[config.mk]
export PLATFORM = sky130hd
export DESIGN_NAME = intr_hub
export DESIGN_NICKNAME = d
export VERILOG_FILES = /design/src/rtl/intr_hub_pkg.sv /design/src/rtl/intr_hub_port.sv /design/src/rtl/intr_hub_lines.sv /design/src/rtl/intr_hub_pick.sv /design/src/rtl/intr_hub.sv
export SDC_FILE = /design/constraint.sdc
export NUM_CORES = 1
export LEC_CHECK = 0
export ABC_AREA = 1
export BUFFER_PORTS_ARGS = -buffer_cell sky130_fd_sc_hd__buf_2
export CELL_PAD_IN_SITES_DETAIL_PLACEMENT = 0
export CELL_PAD_IN_SITES_GLOBAL_PLACEMENT = 1
export CORE_MARGIN = 5
export CORE_UTILIZATION = 34
export CTS_BUF_LIST = sky130_fd_sc_hd__clkbuf_4 sky130_fd_sc_hd__clkbuf_8
export CTS_CLUSTER_SIZE = 14
export DETAILED_ROUTE_END_ITERATION = 8
export GPL_TIMING_DRIVEN = 0
export PLACE_DENSITY = 0.8
export SYNTH_ARGS = -nofsm -noshare
export SYNTH_HDL_FRONTEND = slang
export SYNTH_SLANG_ARGS = --single-unit
[constraint.sdc]
create_clock -name clk -period 1.7 [get_ports clk]
set_clock_uncertainty 0.15 [all_clocks]
set_input_delay 0.34 -clock clk [delete_from_list [all_inputs] [get_ports clk]]
set_output_delay 0.34 -clock clk [all_outputs]
set_load 0.02 [all_outputs]
[src/rtl/intr_hub_pkg.sv]
package intr_hub_pkg;

   localparam int unsigned SLOT_COUNT = 8;
   localparam int unsigned SLOT_W     = $clog2(SLOT_COUNT);
   localparam int unsigned MASTER_W   = 2;

   typedef enum logic [SLOT_W-1:0] {
      SLOT_STATUS = 3'd0,
      SLOT_PEND   = 3'd1,
      SLOT_ENABLE = 3'd2,
      SLOT_ACK    = 3'd3,
      SLOT_SETEN  = 3'd4,
      SLOT_CLREN  = 3'd5,
      SLOT_VECTOR = 3'd6,
      SLOT_MASTER = 3'd7
   } slot_e;

   typedef struct packed {
      logic status;
      logic enable;
      logic ack;
      logic set_en;
      logic clr_en;
      logic master;
   } wr_strobe_t;

endpackage

[src/rtl/intr_hub_port.sv]
module intr_hub_port
   import intr_hub_pkg::*;
#(
   parameter int unsigned DATA_W    = 32,
   parameter int unsigned NUM_LINES = 32
) (
   input  logic                 clk,
   input  logic                 rst_n,
   input  logic                 bus_sel,
   input  logic                 bus_wr,
   input  logic [SLOT_W-1:0]    reg_word,
   input  logic [DATA_W-1:0]    bus_wdata,
   input  logic [NUM_LINES-1:0] status_q,
   input  logic [NUM_LINES-1:0] enable_q,
   input  logic [NUM_LINES-1:0] pend,
   input  logic [DATA_W-1:0]    vec,
   output wr_strobe_t           stb,
   output logic [MASTER_W-1:0]  master_q,
   output logic [DATA_W-1:0]    bus_rdata
);

   slot_e slot;
   logic  wr_go;
   logic  rd_go;

   assign slot  = slot_e'(reg_word);
   assign wr_go = bus_sel & bus_wr;
   assign rd_go = bus_sel & ~bus_wr;

   // Write strobe decode: one register per access
   always_comb begin
      stb        = '0;
      stb.status = wr_go && (slot == SLOT_STATUS);
      stb.enable = wr_go && (slot == SLOT_ENABLE);
      stb.ack    = wr_go && (slot == SLOT_ACK);
      stb.set_en = wr_go && (slot == SLOT_SETEN);
      stb.clr_en = wr_go && (slot == SLOT_CLREN);
      stb.master = wr_go && (slot == SLOT_MASTER);
   end

   // Master control word
   always_ff @(posedge clk) begin
      if (!rst_n) begin
         master_q <= '0;
      end else if (stb.master) begin
         master_q <= bus_wdata[MASTER_W-1:0];
      end
   end

   // Zero-extended views of narrower state
   logic [DATA_W-1:0] sts_w;
   logic [DATA_W-1:0] en_w;
   logic [DATA_W-1:0] pend_w;
   logic [DATA_W-1:0] mst_w;

   always_comb begin
      sts_w  = '0;
      en_w   = '0;
      pend_w = '0;
      mst_w  = '0;
      sts_w[NUM_LINES-1:0]  = status_q;
      en_w[NUM_LINES-1:0]   = enable_q;
      pend_w[NUM_LINES-1:0] = pend;
      mst_w[MASTER_W-1:0]   = master_q;
   end

   // Read multiplexer; aliases and idle cycles return zero
   always_comb begin
      bus_rdata = '0;
      if (rd_go) begin
         case (slot)
            SLOT_STATUS: bus_rdata = sts_w;
            SLOT_PEND:   bus_rdata = pend_w;
            SLOT_ENABLE: bus_rdata = en_w;
            SLOT_VECTOR: bus_rdata = vec;
            SLOT_MASTER: bus_rdata = mst_w;
            default:     bus_rdata = '0;
         endcase
      end
   end

   AST_IDLE_READ_ZERO: assert property (@(posedge clk) disable iff (!rst_n)
      !bus_sel |-> (bus_rdata == '0));

   AST_MASTER_HOLD: assert property (@(posedge clk) disable iff (!rst_n)
      !stb.master |=> $stable(master_q));

endmodule

[src/rtl/intr_hub_lines.sv]
module intr_hub_lines
   import intr_hub_pkg::*;
#(
   parameter int unsigned NUM_LINES = 32
) (
   input  logic                 clk,
   input  logic                 rst_n,
   input  logic [NUM_LINES-1:0] irq_in,
   input  logic                 hw_en,
   input  logic [NUM_LINES-1:0] wdata,
   input  wr_strobe_t           stb,
   output logic [NUM_LINES-1:0] status_q,
   output logic [NUM_LINES-1:0] enable_q
);

   logic [NUM_LINES-1:0] gate_in;
   logic [NUM_LINES-1:0] ack_bits;
   logic [NUM_LINES-1:0] sw_bits;

   assign gate_in  = hw_en ? irq_in : '0;
   assign ack_bits = stb.ack ? wdata : '0;
   assign sw_bits  = (stb.status && !hw_en) ? wdata : '0;

   for (genvar n = 0; n < NUM_LINES; n++) begin : g_line
      logic sts_d;
      logic en_d;

      // Capture wins over a same-edge acknowledge
      assign sts_d = (status_q[n] & ~ack_bits[n]) | gate_in[n] | sw_bits[n];

      always_comb begin
         en_d = enable_q[n];
         if (stb.enable) begin
            en_d = wdata[n];
         end else if (stb.set_en && wdata[n]) begin
            en_d = 1'b1;
         end else if (stb.clr_en && wdata[n]) begin
            en_d = 1'b0;
         end
      end

      always_ff @(posedge clk) begin
         if (!rst_n) begin
            status_q[n] <= 1'b0;
            enable_q[n] <= 1'b0;
         end else begin
            status_q[n] <= sts_d;
            enable_q[n] <= en_d;
         end
      end
   end

   AST_STATUS_STICKY: assert property (@(posedge clk) disable iff (!rst_n)
      ((($past(status_q) & ~status_q) & ~$past(ack_bits)) == '0));

   AST_ACK_CLEARS: assert property (@(posedge clk) disable iff (!rst_n)
      stb.ack |=> ((status_q & $past(wdata) & ~$past(gate_in)) == '0));

   AST_NO_CAPTURE_OFF: assert property (@(posedge clk) disable iff (!rst_n)
      (!hw_en && !stb.status) |=> ((status_q & ~$past(status_q)) == '0));

   AST_SET_EN: assert property (@(posedge clk) disable iff (!rst_n)
      stb.set_en |=> ((enable_q & $past(wdata)) == $past(wdata)));

   AST_CLR_EN: assert property (@(posedge clk) disable iff (!rst_n)
      stb.clr_en |=> ((enable_q & $past(wdata)) == '0));

   AST_EN_HOLD: assert property (@(posedge clk) disable iff (!rst_n)
      !(stb.enable || stb.set_en || stb.clr_en) |=> $stable(enable_q));

endmodule

[src/rtl/intr_hub_pick.sv]
module intr_hub_pick #(
   parameter int unsigned NUM_LINES = 32,
   parameter int unsigned DATA_W    = 32,
   parameter bit          USE_TREE  = 1'b1
) (
   input  logic [NUM_LINES-1:0] pend,
   output logic [DATA_W-1:0]    vec
);

   localparam int unsigned IDX_W = $clog2(NUM_LINES);
   localparam int unsigned SPAN  = 1 << IDX_W;

   logic             found;
   logic [IDX_W-1:0] idx;

   if (USE_TREE) begin : g_tree
      // Pairwise reduction, left (lower index) child preferred
      logic [IDX_W:0][SPAN-1:0]            vv;
      logic [IDX_W:0][SPAN-1:0][IDX_W-1:0] ii;

      always_comb begin
         vv = '0;
         ii = '0;
         vv[0][NUM_LINES-1:0] = pend;
         for (int k = 0; k < SPAN; k++) begin
            ii[0][k] = IDX_W'(k);
         end
         for (int l = 1; l <= IDX_W; l++) begin
            for (int k = 0; k < SPAN / 2; k++) begin
               if (k < (SPAN >> l)) begin
                  vv[l][k] = vv[l-1][2*k] | vv[l-1][2*k+1];
                  ii[l][k] = vv[l-1][2*k] ? ii[l-1][2*k] : ii[l-1][2*k+1];
               end
            end
         end
      end

      assign found = vv[IDX_W][0];
      assign idx   = ii[IDX_W][0];
   end else begin : g_scan
      // Downward scan, last hit is the lowest index
      always_comb begin
         found = 1'b0;
         idx   = '0;
         for (int i = NUM_LINES - 1; i >= 0; i--) begin
            if (pend[i]) begin
               found = 1'b1;
               idx   = IDX_W'(i);
            end
         end
      end
   end

   assign vec = found ? DATA_W'(idx) : '1;

endmodule

[src/rtl/intr_hub.sv]
module intr_hub
   import intr_hub_pkg::*;
#(
   parameter int unsigned DATA_W    = 32,
   parameter int unsigned NUM_LINES = 32,
   parameter bit          USE_TREE  = 1'b1
) (
   input  logic                 clk,
   input  logic                 rst_n,
   input  logic                 bus_sel,
   input  logic                 bus_wr,
   input  logic [2:0]           reg_word,
   input  logic [DATA_W-1:0]    bus_wdata,
   output logic [DATA_W-1:0]    bus_rdata,
   input  logic [NUM_LINES-1:0] irq_in,
   output logic                 irq_out
);

   localparam int unsigned IDX_W = $clog2(NUM_LINES);

   if (NUM_LINES < 2 || NUM_LINES > DATA_W) begin : g_bad_lines
      $error("intr_hub: NUM_LINES must lie in 2..DATA_W");
   end
   if (DATA_W < MASTER_W) begin : g_bad_width
      $error("intr_hub: DATA_W too narrow for master control");
   end
   if (SLOT_W != 3) begin : g_bad_slots
      $error("intr_hub: register index width must be 3");
   end

   wr_strobe_t            stb;
   logic [MASTER_W-1:0]   master_q;
   logic [NUM_LINES-1:0]  status_q;
   logic [NUM_LINES-1:0]  enable_q;
   logic [NUM_LINES-1:0]  pend;
   logic [DATA_W-1:0]     vec;

   intr_hub_port #(
      .DATA_W    (DATA_W),
      .NUM_LINES (NUM_LINES)
   ) u_port (
      .clk       (clk),
      .rst_n     (rst_n),
      .bus_sel   (bus_sel),
      .bus_wr    (bus_wr),
      .reg_word  (reg_word),
      .bus_wdata (bus_wdata),
      .status_q  (status_q),
      .enable_q  (enable_q),
      .pend      (pend),
      .vec       (vec),
      .stb       (stb),
      .master_q  (master_q),
      .bus_rdata (bus_rdata)
   );

   intr_hub_lines #(
      .NUM_LINES (NUM_LINES)
   ) u_lines (
      .clk      (clk),
      .rst_n    (rst_n),
      .irq_in   (irq_in),
      .hw_en    (master_q[1]),
      .wdata    (bus_wdata[NUM_LINES-1:0]),
      .stb      (stb),
      .status_q (status_q),
      .enable_q (enable_q)
   );

   assign pend = status_q & enable_q;

   intr_hub_pick #(
      .NUM_LINES (NUM_LINES),
      .DATA_W    (DATA_W),
      .USE_TREE  (USE_TREE)
   ) u_pick (
      .pend (pend),
      .vec  (vec)
   );

   assign irq_out = master_q[0] & (|pend);

   // Checker helpers
   logic [IDX_W-1:0]     vec_idx;
   logic [NUM_LINES-1:0] below_mask;
   assign vec_idx    = vec[IDX_W-1:0];
   assign below_mask = (NUM_LINES'(1) << vec_idx) - NUM_LINES'(1);

   AST_VEC_LOWEST: assert property (@(posedge clk) disable iff (!rst_n)
      (vec != '1) |-> (pend[vec_idx] && ((pend & below_mask) == '0)));

   AST_VEC_NONE: assert property (@(posedge clk) disable iff (!rst_n)
      (pend != '0) |-> (vec != '1));

   AST_IRQ_HAS_VEC: assert property (@(posedge clk) disable iff (!rst_n)
      irq_out |-> (vec != '1));

endmodule

==> results by group <==
Routing
  • Detailed-route via count: 5582
  • Remaining DRCs: 0
  • Number of detailed-routing iterations run before antenna repair: 5
  • DRT antenna net count: 0
  • Detailed Route Iter0 Violations: 421
  • Post-DR vias/cell: 5.26
  • Routed wire per std cell: 17.7 um
  • Detailed-route wire length: 18700 um

Logic synthesis
  • Commonest cells in the netlist: sky130_fd_sc_hd__nand2_1 (210), sky130_fd_sc_hd__inv_1 (78), sky130_fd_sc_hd__nor2_1 (75), sky130_fd_sc_hd__a21oi_1 (71), sky130_fd_sc_hd__dfxtp_1 (66)
  • Distinct cell type count of the synthesized netlist: 27
  • Share of synthesized registers carrying an async set or reset: 0%
  • Synth warnings: 0
  • Count of flip-flops with a built-in enable after synthesis: 0
  • Dominant cell by count in the synthesized netlist: sky130_fd_sc_hd__nand2_1
  • Netlist area before placement: 4310 um^2
  • Primary flip-flop cell chosen by synthesis mapping: sky130_fd_sc_hd__dfxtp_1
  • Cell count after synthesis: ~720
  • Post-synthesis net count: 786
  • Library cell with the largest summed area after synthesis: sky130_fd_sc_hd__dfxtp_1
  • Top cells by area in the synthesized netlist: sky130_fd_sc_hd__dfxtp_1 (31%), sky130_fd_sc_hd__nand2_1 (18%), sky130_fd_sc_hd__a21oi_1 (8.3%)
  • Average size of a mapped cell: roughly 6 um^2
  • Area share of the largest cell type after synthesis: 30.7%
  • Number of flip-flops and latches in the synthesized netlist: between 60 and 70
  • Proportion of synthesized chip area in sequential cells: 30.7%

Clocking
  • Register clock-pin slew on the reported worst setup and hold paths: 0.07 ns
  • H-tree depth: 3
  • Clock Tree Buf Depth: 2
  • TritonCTS sink count: 66
  • CTS tree: yes
  • Number of hold buffers added after cts: 0
  • Buffer cell driving the clock tree root: sky130_fd_sc_hd__clkbuf_8
  • Number of buffers created by CTS: 9
  • Clk Latency, worst-skew pair: 0.37 ns

Power and ir drop
  • Cell leakage power: 0.00322 uW
  • Int Pwr: 2480 uW
  • Combinational share of power: 16.8%
  • Power density relative to cell area: 526 nW/um^2
  • Register share of total power: 45.6%
  • Switching Power: 1050 uW
  • Fraction of power consumed by the clock network: 37.5%
  • Total Power Consumption: 3520 uW
  • Worst IR drop on VDD: 0.000259 V
  • Proportion of total power due to net switching: 29.7%

Timing
  • Setup repair after global routing missed its margin: true
  • Crit path setup slack, layout: -0.784 ns
  • Crit share post-route: 146%
  • Relative slew margins: 44.5%
  • Worst-margin pin slew: 0.832 ns
  • Setup violators final: 33
  • Post-route setup TNS: -24.14 ns
  • Highest Clock Rate: 403 MHz
  • Final hold violation count: 0
  • Number of pins with negative max-slew slack in the final report: 0
  • Post-layout min period: 2.48 ns

Cells and area
  • Antenna cells: 0
  • Fraction of layout cells with a size suffix above 1: 40.4%
  • Design Area, Final: 6700 um^2
  • Post-route insts no fill: 1061
  • Final net count: between 900 and 1000
  • Area of the multi-input gates: 3060 um^2
  • Fill cell instance count of the final layout: 1274
  • Area growth syn-to-layout: 55.5%
  • Area of all sequential standard cells: between 1000 and 1500 um^2

Global route
  • Via count of the first global-routing pass: 5373
  • Pin count of the biggest net entering global routing: 11
  • GRT Overall Usage: 25.3%
  • Global-route wire length before repair: 28800 um
  • Initial antenna violation count: 0
  • GRT Residual Overflow: 0

Floorplanning
  • Number of top-level design ports: 104
  • Starting Density: between 30% and 40%
  • Std-Cell Rows: 41
  • Height of the chip: 123 um
  • Die ar.: ~15000 um^2
  • Width of the chip: between 100 and 150 um
  • Area of the core: 12500 um^2

Worst setup path
  • Classification of the worst setup path: reg -> out
  • Top fanout value on the critical path: 6
  • Kind of start point of the critical path: register
  • End of the worst register-to-register path: u_lines.status_q[20]
  • Type of element capturing the critical path: output port
  • Beginning of the worst register-to-register path: u_port.master_q[1]
  • Reg-to-reg setup timing slack: 0.13 ns
  • CP Capture Point: bus_rdata[7]
  • Path depth of the worst reg2reg path: 6
  • Required arrival time at the worst endpoint: 1.21 ns
  • Source of the critical timing path: u_lines.enable_q[18]
  • Data arrival time of the worst path: 1.99 ns

Run status
  • Violated checks: setup timing
  • Run status: finished with violations

Place
  • Port Buffers: 103
  • Post-Place Cells: 990
  • Area after DPL: roughly 5400 um^2
  • Place WS: -0.775 ns
  • Half-perimeter wire length after placement: 12900 um
  • GPL Wtd Cong: 0.866

Hold path
  • WHS Path Cells: 3
  • Type of the tightest min-delay check: in -> reg

Job
  • Count of maximum capacitance violations: 0
==> per-stage QoR <==
stage          hold WS [ns]  utilization, %
2_1_floorplan         0.294               -
3_3_place_gp          0.332            43.1
3_5_place_dp          0.339            43.1
4_1_cts              0.0620            51.6
5_1_grt              0.0801            53.5
6_report             0.0735            53.5
==> routing by layer <==
layer  vias up  wire (um)  GRT usage [%]
met5         -          0              0
met4         0        614           11.0
met3        43       1330           5.44
met2       228       8790           40.6
met1      2622       8010           32.6
li1       2689          -              -
==> final cells by class <==
type                            instances  area share [%]
Clock buffer                           14            2.69
Sequential cell                        66            21.0
Multi-Input combinational cell        524            45.7
Tap cell                              172            3.21
Buffer                                 38            3.77
Timing Repair Buffer                  159            18.4
Inverter                               86            5.05
Clock inverter                          2           0.150
==> how the worst min path moves through the flow <==
stage	startpoint	endpoint	slack, ns
4_1_cts	bus_wdata[25]	u_lines.enable_q[25]	0.06
3_3_place_gp	u_lines.enable_q[28]	u_lines.enable_q[28]	0.33
5_1_grt	bus_wdata[31]	u_lines.enable_q[31]	0.08
2_1_floorplan	u_port.master_q[0]	u_port.master_q[0]	0.29
3_5_place_dp	u_lines.enable_q[9]	u_lines.enable_q[9]	0.34
6_report	bus_wdata[18]	u_lines.enable_q[18]	0.07
==> registers in the layout, summed over array words and instances, names as in the netlist <==
name and count:
u_lines.enable_q 32, u_lines.status_q 32, u_port.master_q 2
==> cell families (layout without fill, tap and decap cells) <==
family	after synthesis	after routing	share of synthesized area, %
AO/OA/AOI/OAI	178	178	23.6
buffers and inverters	125	299	12.3
flip-flops	66	66	30.7
AND/OR/NAND/NOR	346	346	33.4
==> power groups by stage <==
stage | logic, uW | registers, uW | clock network (uW)
floorplan | 272 | 1640 | 0
global placement | 476 | 1650 | 0
detailed placement | 487 | 1650 | 0
CTS | 568 | 1610 | 1340
global route | 640 | 1610 | 1410
finish | 593 | 1610 | 1320
==> critical path, cell delays in order, from the launching register on <==
cell	delay, ns
sky130_fd_sc_hd__dfxtp_2	0.33
sky130_fd_sc_hd__nand2_2	0.09
sky130_fd_sc_hd__nand4_1	0.19
sky130_fd_sc_hd__nor2_4	0.23
sky130_fd_sc_hd__nand4_4	0.16
sky130_fd_sc_hd__buf_12	0.18
sky130_fd_sc_hd__buf_6	0.14
sky130_fd_sc_hd__a21oi_2	0.15
sky130_fd_sc_hd__buf_6	0.14
==> cells in the final DEF, fill, tap and decap left out, types with 2 or more instances in the layout <==
| cell | Yosys | final |
|---|---|---|
| sky130_fd_sc_hd__inv_2 | 8 | 7 |
| sky130_fd_sc_hd__nor2_4 | 1 | 10 |
| sky130_fd_sc_hd__o21ai_0 | 48 | 44 |
| sky130_fd_sc_hd__inv_1 | 78 | 77 |
| sky130_fd_sc_hd__dfxtp_1 | 66 | 16 |
| sky130_fd_sc_hd__nand3_2 | 0 | 3 |
| sky130_fd_sc_hd__a21oi_2 | 0 | 4 |
| sky130_fd_sc_hd__buf_16 | 0 | 3 |
| sky130_fd_sc_hd__clkinv_2 | 0 | 2 |
| sky130_fd_sc_hd__nor2_1 | 75 | 67 |
| sky130_fd_sc_hd__a21oi_4 | 0 | 27 |
| sky130_fd_sc_hd__buf_12 | 0 | 3 |
| sky130_fd_sc_hd__dfxtp_4 | 0 | 10 |
| sky130_fd_sc_hd__clkbuf_8 | 1 | 13 |
| sky130_fd_sc_hd__a21oi_1 | 71 | 40 |
| sky130_fd_sc_hd__clkbuf_1 | 25 | 11 |
| sky130_fd_sc_hd__clkdlybuf4s15_2 | 0 | 2 |
| sky130_fd_sc_hd__o211ai_1 | 2 | 2 |
| sky130_fd_sc_hd__buf_6 | 4 | 42 |
| sky130_fd_sc_hd__nand2_4 | 1 | 13 |
| sky130_fd_sc_hd__a31oi_1 | 3 | 3 |
| sky130_fd_sc_hd__buf_2 | 7 | 77 |
| sky130_fd_sc_hd__nor3_4 | 2 | 3 |
| sky130_fd_sc_hd__dfxtp_2 | 0 | 40 |
| sky130_fd_sc_hd__clkbuf_4 | 0 | 4 |
| sky130_fd_sc_hd__o21ai_1 | 23 | 25 |
| sky130_fd_sc_hd__nand2_1 | 210 | 168 |
| sky130_fd_sc_hd__clkbuf_2 | 0 | 12 |
| sky130_fd_sc_hd__a221oi_1 | 30 | 29 |
| sky130_fd_sc_hd__nand3_1 | 47 | 44 |
| sky130_fd_sc_hd__buf_4 | 0 | 44 |
| sky130_fd_sc_hd__nand2_2 | 2 | 32 |
| sky130_fd_sc_hd__nand4_1 | 3 | 3 |
==> what timing repair did <==
item,4_1_cts,5_1_grt
pin swaps,54,21
gates cloned,2,0
buffers inserted,45,9
endpoints found under the setup margin,63,67
resized for setup,171,59
(Power assumes the default switching activity.)
